--- config.mk ---
export PLATFORM = sky130hd
export DESIGN_NAME = led_wave_enc
export DESIGN_NICKNAME = d
export VERILOG_FILES = /design/src/rtl/led_enc_pkg.sv /design/src/rtl/led_slot_div.sv /design/src/rtl/led_slot_pick.sv /design/src/rtl/led_wave_enc.sv
export SDC_FILE = /design/constraint.sdc
export NUM_CORES = 1
export LEC_CHECK = 0
export ABC_AREA = 1
export BUFFER_PORTS_ARGS = -buffer_cell sky130_fd_sc_hd__buf_2
export CORE_MARGIN = 2
export CORE_UTILIZATION = 30
export CTS_CLUSTER_DIAMETER = 30
export DETAILED_ROUTE_END_ITERATION = 6
export PLACE_DENSITY = 0.55
export SETUP_SLACK_MARGIN = 0.05
export SKIP_LAST_GASP = 1
export SLEW_MARGIN = 10
export SYNTH_ARGS = -nofsm -noshare
export SYNTH_HDL_FRONTEND = slang
export SYNTH_SLANG_ARGS = --single-unit
--- constraint.sdc ---
create_clock -name clk -period 1.9 [get_ports clk]
set_input_delay 0.095 -clock clk [delete_from_list [all_inputs] [get_ports clk]]
set_output_delay 0.095 -clock clk [all_outputs]
set_load 0.05 [all_outputs]
--- src/rtl/led_enc_pkg.sv ---
package led_enc_pkg;

  typedef enum logic [1:0] {
    ST_IDLE,
    ST_GAP,
    ST_DATA,
    ST_LATCH
  } enc_state_t;

endpackage

--- src/rtl/led_slot_div.sv ---
module led_slot_div #(
  parameter int DIV = 25
) (
  input  logic clk,
  input  logic rst_n,
  output logic tick
);

  localparam int CW = (DIV > 2) ? $clog2(DIV) : 1;
  localparam logic [CW-1:0] LAST = CW'(DIV - 1);

  logic [CW-1:0] cnt_q, cnt_d;

  assign tick = (cnt_q == LAST);

  always_comb begin
    cnt_d = tick ? '0 : cnt_q + CW'(1);
  end

  always_ff @(posedge clk or negedge rst_n) begin
    if (!rst_n) cnt_q <= '0;
    else        cnt_q <= cnt_d;
  end

endmodule

--- src/rtl/led_slot_pick.sv ---
module led_slot_pick #(
  parameter int          SLOT_N   = 8,
  parameter logic [7:0]  ZERO_PAT = 8'h40,
  parameter logic [7:0]  ONE_PAT  = 8'h70,
  localparam int         SW       = $clog2(SLOT_N)
) (
  input  logic          bit_val,
  input  logic [SW-1:0] slot,
  output logic          level
);

  logic [SW-1:0] ridx;

  always_comb begin
    ridx  = SW'(SLOT_N - 1) - slot;
    level = bit_val ? ONE_PAT[ridx] : ZERO_PAT[ridx];
  end

endmodule

--- src/rtl/led_wave_enc.sv ---
module led_wave_enc
  import led_enc_pkg::*;
#(
  parameter int         CLK_PER_SLOT = 25,
  parameter int         PIX_W        = 24,
  parameter logic [7:0] ZERO_PAT     = 8'h40,
  parameter logic [7:0] ONE_PAT      = 8'h70,
  parameter int         RESET_SLOTS  = 40
) (
  input  logic             clk,
  input  logic             rst_n,
  input  logic             inv_en,
  input  logic             in_valid,
  input  logic [PIX_W-1:0] in_pixel,
  input  logic             in_last,
  output logic             in_ready,
  output logic             data_out,
  output logic             busy
);

  localparam int SLOT_N = 8;
  localparam int SLOT_W = $clog2(SLOT_N);
  localparam int BIT_W  = $clog2(PIX_W);
  localparam int RC_W   = $clog2(RESET_SLOTS + 1);
  localparam logic [SLOT_W-1:0] SLOT_END = SLOT_W'(SLOT_N - 1);
  localparam logic [BIT_W-1:0]  BIT_END  = BIT_W'(PIX_W - 1);
  localparam logic [RC_W-1:0]   RC_END   = RC_W'(RESET_SLOTS - 1);

  // reset: asserted asynchronously, released on the clock
  logic [1:0] rs_q;
  logic       rst_i;

  always_ff @(posedge clk or negedge rst_n) begin
    if (!rst_n) rs_q <= '0;
    else        rs_q <= {rs_q[0], 1'b1};
  end
  assign rst_i = rs_q[1];

  logic tick;

  led_slot_div #(.DIV(CLK_PER_SLOT)) u_div (
    .clk  (clk),
    .rst_n(rst_i),
    .tick (tick)
  );

  enc_state_t        state_q, state_d;
  logic [PIX_W-1:0]  sr_q, sr_d;
  logic [BIT_W-1:0]  bit_q, bit_d;
  logic [SLOT_W-1:0] slot_q, slot_d;
  logic [RC_W-1:0]   rc_q, rc_d;
  logic              last_q, last_d;
  logic              line_q, line_d;
  logic              lvl;
  logic              end_pix;
  logic              acc;

  led_slot_pick #(
    .SLOT_N  (SLOT_N),
    .ZERO_PAT(ZERO_PAT),
    .ONE_PAT (ONE_PAT)
  ) u_pick (
    .bit_val(sr_q[PIX_W-1]),
    .slot   (slot_q),
    .level  (lvl)
  );

  assign end_pix  = (slot_q == SLOT_END) && (bit_q == BIT_END);
  assign in_ready = tick && ((state_q == ST_IDLE) || (state_q == ST_GAP) ||
                             ((state_q == ST_DATA) && end_pix && !last_q));
  assign acc      = in_valid && in_ready;
  assign busy     = (state_q != ST_IDLE);
  assign data_out = line_q ^ inv_en;

  always_comb begin
    state_d = state_q;
    sr_d    = sr_q;
    bit_d   = bit_q;
    slot_d  = slot_q;
    rc_d    = rc_q;
    last_d  = last_q;
    line_d  = line_q;
    if (tick) begin
      case (state_q)
        ST_IDLE, ST_GAP: begin
          line_d = 1'b0;
          if (acc) begin
            sr_d    = in_pixel;
            last_d  = in_last;
            bit_d   = '0;
            slot_d  = '0;
            state_d = ST_DATA;
          end
        end
        ST_DATA: begin
          line_d = lvl;
          if (slot_q == SLOT_END) begin
            slot_d = '0;
            if (bit_q == BIT_END) begin
              bit_d = '0;
              if (acc) begin
                sr_d   = in_pixel;
                last_d = in_last;
              end else if (last_q) begin
                rc_d    = '0;
                state_d = ST_LATCH;
              end else begin
                state_d = ST_GAP;
              end
            end else begin
              bit_d = bit_q + BIT_W'(1);
              sr_d  = {sr_q[PIX_W-2:0], 1'b0};
            end
          end else begin
            slot_d = slot_q + SLOT_W'(1);
          end
        end
        default: begin
          line_d = 1'b0;
          if (rc_q == RC_END) state_d = ST_IDLE;
          else                rc_d    = rc_q + RC_W'(1);
        end
      endcase
    end
  end

  always_ff @(posedge clk or negedge rst_i) begin
    if (!rst_i) begin
      state_q <= ST_IDLE;
      sr_q    <= '0;
      bit_q   <= '0;
      slot_q  <= '0;
      rc_q    <= '0;
      last_q  <= 1'b0;
      line_q  <= 1'b0;
    end else begin
      state_q <= state_d;
      sr_q    <= sr_d;
      bit_q   <= bit_d;
      slot_q  <= slot_d;
      rc_q    <= rc_d;
      last_q  <= last_d;
      line_q  <= line_d;
    end
  end

endmodule

Word level (Yosys, flattened, before mapping) --
Memories as Yosys holds them, arrays and structs flattened. Index checks and enable logic that the tools add are counted.
Operators by class: add/subtract/negate cells 5, magnitude comparators 1, equality and inequality tests 12, muxes and demuxes 33, bitwise operators 2, reduce and logical (&&, ||, !) cells 19
Operators with widths (number):
- 24-bit two-way mux | 3
- 24-bit one-hot mux with 2 select lines | 1
- 6-bit two-way mux | 5
- 5-bit two-way mux | 4
- 2-bit two-way mux | 6
- 6-bit one-hot mux with 2 select lines | 1
- 5-bit by 1-bit adder with 5-bit output (second input constant) | 2
- 5-bit equality test (second input constant) | 2
- 5-bit one-hot mux with 2 select lines | 1
- 2-bit inequality test (second input constant) | 4
- 4-bit AND reduction | 2
- 1-bit two-way mux | 7
- 7-bit AND reduction | 1
- 6-bit by 1-bit adder with 6-bit output (second input constant) | 1
- 6-bit equality test (second input constant) | 1
- 3-bit two-way mux | 2
- 3-bit one-hot mux with 2 select lines | 1
- 3-bit AND reduction | 2
- 6-bit AND reduction | 1
- 1-bit logical AND | 5
- 3-bit by 4-bit less-than comparator with 1-bit output (second input constant) | 1
- 2-bit by 1-bit inequality test with 1-bit output (second input constant) | 2
- 2-bit one-hot mux with 2 select lines | 1
- 2-bit nonzero test | 2
- other kinds (13) | 14
Word-level totals: bits in registers 49, bits in read-only memories 16, input port bits 29, output and inout bits 3, memories 2
Memory list:
- (no name shown) | words 8, width 1, read ports 1, clocked after memory_dff 0, write ports 0, line led_slot_pick.sv:16 | level = bit_val ? ONE_PAT[ridx] : ZERO_PAT[ridx];
- (no name shown) | words 8, width 1, read ports 1, clocked after memory_dff 0, write ports 0, line led_slot_pick.sv:16

Logic depth before layout (Yosys ltp) --
depth in word-level cells 11, gate-level depth with buffers 12

Cells and area by module --
Synthesis repeated with hierarchy kept, for this count alone.
Second synthesis, totals: cells, all modules 363, area, all modules 2837.7 µm²
Modules (own cells, without submodules):
- led_wave_enc | instances 1, cells an instance 328, area an instance 2570.0 µm², sequential area each 1101.1 µm²
- led_slot_div | instances 1, cells an instance 29, area an instance 245.2 µm², sequential area each 125.1 µm²
- led_slot_pick | instances 1, cells an instance 6, area an instance 22.5 µm², sequential area each 0.0 µm²

Least setup slack after synthesis --
Ideal clock, no wire load.
kind reg2reg, from register u_div.cnt_q[0], to register sr_q[23], library setup time 0.118 ns, arrival time 1.533 ns, required time 1.782 ns, setup slack 0.249 ns, cell stages (with the launch flop) 13, path buffers 1, period minus slack after synthesis 1.651 ns, cell sequence dfrtp_1 > inv_1 > ha_1 > inv_1 > nor2_1 > nand2_1 > inv_2 > nand3_1 > nand2_2 > nand2_2 > buf_2 > nand2_1 > nand2_1
Between the ends: word-level cells in the longest chain between the ends 7
Ends and longest elaborated chain:
- start: declaration | line led_slot_div.sv:12 | logic [CW-1:0] cnt_q, cnt_d;
- start signal: assignment | line led_slot_div.sv:22 | else cnt_q <= cnt_d;
- 5-bit equality test * | line led_slot_div.sv:14 | assign tick = (cnt_q == LAST);
- 1-bit logical AND | line led_wave_enc.sv:69 | assign in_ready = tick && ((state_q == ST_IDLE) || (state_q == ST_GAP) ||
- 1-bit logical AND | line led_wave_enc.sv:71 | assign acc = in_valid && in_ready;
- 24-bit two-way mux (3 in series)
- 24-bit one-hot mux with 2 select lines
- end signal: assignment | line led_wave_enc.sv:138 | sr_q <= sr_d;
- end: declaration | line led_wave_enc.sv:48 | logic [PIX_W-1:0] sr_q, sr_d;
Mark *: on every way between the ends. The rest lies on a longest branch, timed or not. The select of a mux whose other input is x is not followed. A chain may end at the register's enable or synchronous reset.

Worst setup path after layout --
from register u_div.cnt_q[0], to output port in_ready
Between the ends: word-level cells in the longest chain between the ends 2
Ends and longest elaborated chain:
- 5-bit equality test | line led_slot_div.sv:14
- 1-bit logical AND | line led_wave_enc.sv:69
- end: declaration | line led_wave_enc.sv:16 | output logic in_ready,
Every way passes these cells.

==> run_results.csv <==
group,metric,value,unit
synth,postSynthAreaPerCell,7.66,um^2
synth,syn_inst,357,
place,pre_cts_slack,0.00587,ns
sta,rsz0062_at_grt,"true",
place,dp_cells,495,
clocking,clkSlewWorstSetupHoldPaths,0.10,ns
synth,synth_edf_count,0,
place,portBuffers,31,
synth,ys_seq_area_share,44.8,%
synth,yosys_register_bits,49,
floorplan,core_area,8760,um^2
global_route,grt_max_degree,49,
finish,utilization,37.9,%
finish,antennaDiodeCount,0,
flow_run,drv_cap,0,
synth,synth_ff_type,"dfrtp_1",
floorplan,die_area,9900,um^2
sta,final.min_clock_period,1.70,ns
global_route,grt_first_pass_wirelength,10400,um
critical_path,cp_max_fo,8,
route,drtIter0Drc,66,
global_route,grtUsageTotal,12.9,%
critical_path,crit_arrival,1.61,ns
power_and_ir_drop,p_leak,1.68,nW
critical_path,required,1.80,ns
sta,setup_violations,0,
clocking,tritoncts,"done",
route,firstDrtPassIters,4,
critical_path,critPathCaptureType,"output port",
critical_path,crit_path_start_kind,"flip-flop",
synth,ys_warn_count,0,
place,dp_hpwl,4070,um
finish,fin_nets,437,
clocking,clock_path_buffers,2,
synth,netlist_area,2740,um^2
sta,period_share,89.7,%
critical_path,critPathKind,"flip-flop to output port",
route,drc,0,
route,vias_per_cell,4.54,
finish,syn2layout_area_growth,21.4,%
sta,finalHoldViolCount,0,
floorplan,io_pins,32,
clocking,cts_buffers,5,
power_and_ir_drop,p_switching,0.000649,W
min_path,min_path_type,"primary input to flip-flop",
route,wirelength,6090,um
floorplan,die_h,99.5,um
global_route,grt_pass1_vias,2273,
sta,setup_slack,0.196,ns
floorplan,std_cell_rows,34,
route,wl_per_cell,12.0,um
synth,synthDistinctLibCells,28,
global_route,grt_overflow,0,
power_and_ir_drop,p_int,0.00152,W
global_route,antenna_found_initial,0,
power_and_ir_drop,power.share.combinational,18.0,%
floorplan,start_util,31.2,%
sta,fin_skew,0.0107,ns
synth,synth-async-reset-ratio,100,%
sta,maxSlewViolCount,0,
clocking,clock_latency,0.31,ns
clocking,cts_root_buffer,"clkbuf_8",
place,gp_congestion,0.832,
power_and_ir_drop,switching_share,29.9,%
clocking,clock-sinks,49,
sta,fmax,587,MHz
power_and_ir_drop,p_per_area,654,nW/um^2
power_and_ir_drop,ir_drop,326,uV
finish,drive_gt1_share,19.2,%
route,drtAntennaViolNets,0,
synth,syn-num-nets,394,
floorplan,die_width,99.5,um
outcome,outcome,"completed",
power_and_ir_drop,p_seq_share,51.5,%
clocking,cts_max_level,2,
sta,setup_tns,0,ns
finish,final_cells,509,
power_and_ir_drop,pwr-share-clk,30.5,%
route,vias,2310,
==> layer usage <==
metal	global-route usage (%)	vias up	routed length [um]
li1	-	1219	-
met1	16.9	1060	3060
met2	21.7	25	2800
met3	2.18	6	149
met4	4.00	0	79
met5	0	-	0
==> cell usage after synthesis (2+ instances only) <==
library cell	n	area, um^2
nor3_1	3	15.0
xor2_1	2	17.5
nand3_1	13	65.1
nand3b_1	24	180
nand2_2	3	18.8
nand4_1	7	43.8
a21oi_1	9	45.0
nor2_1	20	75.1
nand2_1	114	428
ha_1	8	100
buf_2	7	35.0
dfrtp_1	49	1230
inv_2	2	7.51
o21ai_1	14	70.1
o21ai_0	23	115
inv_1	46	173
buf_6	2	22.5
==> what timing repair did <==
item	4_1_cts	5_1_grt
pin swaps	0	2
gates resized for setup	3	23
endpoints found under the setup margin	25	36
hold buffers	2	0
hold endpoints to repair	3	0
setup buffers	0	1
gates cloned	0	3
==> registers in the layout (all words and copies together) (netlist names) <==
register     flops
line_q           1
rs_q             2
u_div.cnt_q      5
state_q          2
sr_q            24
rc_q             6
last_q           1
slot_q           3
bit_q            5
==> worst paths after layout <==
path                                 from  cells after the start        to  slack (ns)
min reg2reg                       rs_q[1]                      0  sr_q[21]        0.21
min                           in_pixel[0]                      3   sr_q[0]        0.01
min in group asynchronous           rst_n                      2   rs_q[1]        0.07
max reg2reg                     slot_q[0]                      9  sr_q[22]        0.21
max in group asynchronous         rs_q[1]                      1   rc_q[2]        1.11
max                        u_div.cnt_q[0]                      9  in_ready        0.20
==> placed cells by master, fill, tap and decap left out, types with 2 or more instances in the layout <==
cell	netlist	final
o21ai_1	14	14
clkbuf_16	0	2
a21oi_1	9	9
inv_1	46	44
nand2_4	1	2
nor3_1	3	3
dlygate4sd3_1	0	2
ha_1	8	6
nand2_1	114	111
nand3b_1	24	24
nor2_1	20	18
nand2_8	0	2
xor2_1	2	2
buf_2	7	30
nand2_2	3	4
nand3_2	0	2
inv_6	1	3
inv_2	2	2
nand4_1	7	7
buf_4	0	8
buf_12	0	3
o21ai_0	23	23
clkbuf_8	0	5
inv_4	1	3
dfrtp_1	49	48
nand3_1	13	11
nor2_2	1	3
==> cell families (layout without fill, tap and decap cells) <==
logic type	Yosys count	count (layout)	share of synthesized area (%)
compound gates	48	48	9.33
xor+xnor	2	2	0.640
fa+ha+maj	8	8	3.66
buf+inv	61	104	9.97
flops	49	49	44.8
other cells	1	1	0.137
simple gates	188	189	31.5
==> worst max-delay path, stage by stage (launching register included) <==
cell	delay (ns)
dfrtp_1	0.42
inv_1	0.07
ha_1	0.13
inv_1	0.03
nor2_1	0.13
nand2_2	0.12
inv_4	0.11
nand2_1	0.07
inv_1	0.06
buf_6	0.15
==> power groups by stage <==
stage,clock [W],combinational (W),sequential (W)
3_3_place_gp,0,0.000340,0.00114
5_1_grt,0.000727,0.000444,0.00113
4_1_cts,0.000697,0.000351,0.00112
3_5_place_dp,0,0.000343,0.00114
2_1_floorplan,0,0.000246,0.00114
6_report,0.000662,0.000391,0.00112
==> final cells by class <==
| type | count | area (um^2) |
|---|---|---|
| multi-input cells | 248 | 1310 |
| flip-flops and latches | 49 | 1230 |
| repair buffers | 46 | 352 |
| clock buffers | 5 | 68.8 |
| fillers | 921 | 5440 |
| clock inverters | 3 | 25.0 |
| well taps | 108 | 135 |
| inverters | 50 | 200 |
==> metrics by stage <==
| step | area [um^2] | power, W | hold slack, ns |
|---|---|---|---|
| final | 3320 | 0.00217 | 0.0118 |
| after global placement | 3040 | 0.00148 | -0.117 |
| after CTS | 3160 | 0.00217 | 0.0129 |
| after global routing | 3320 | 0.00230 | 0.0279 |
| after detailed placement | 3040 | 0.00148 | -0.118 |
| after floorplan | 2740 | 0.00139 | -0.201 |
(Power assumes the default switching activity.)
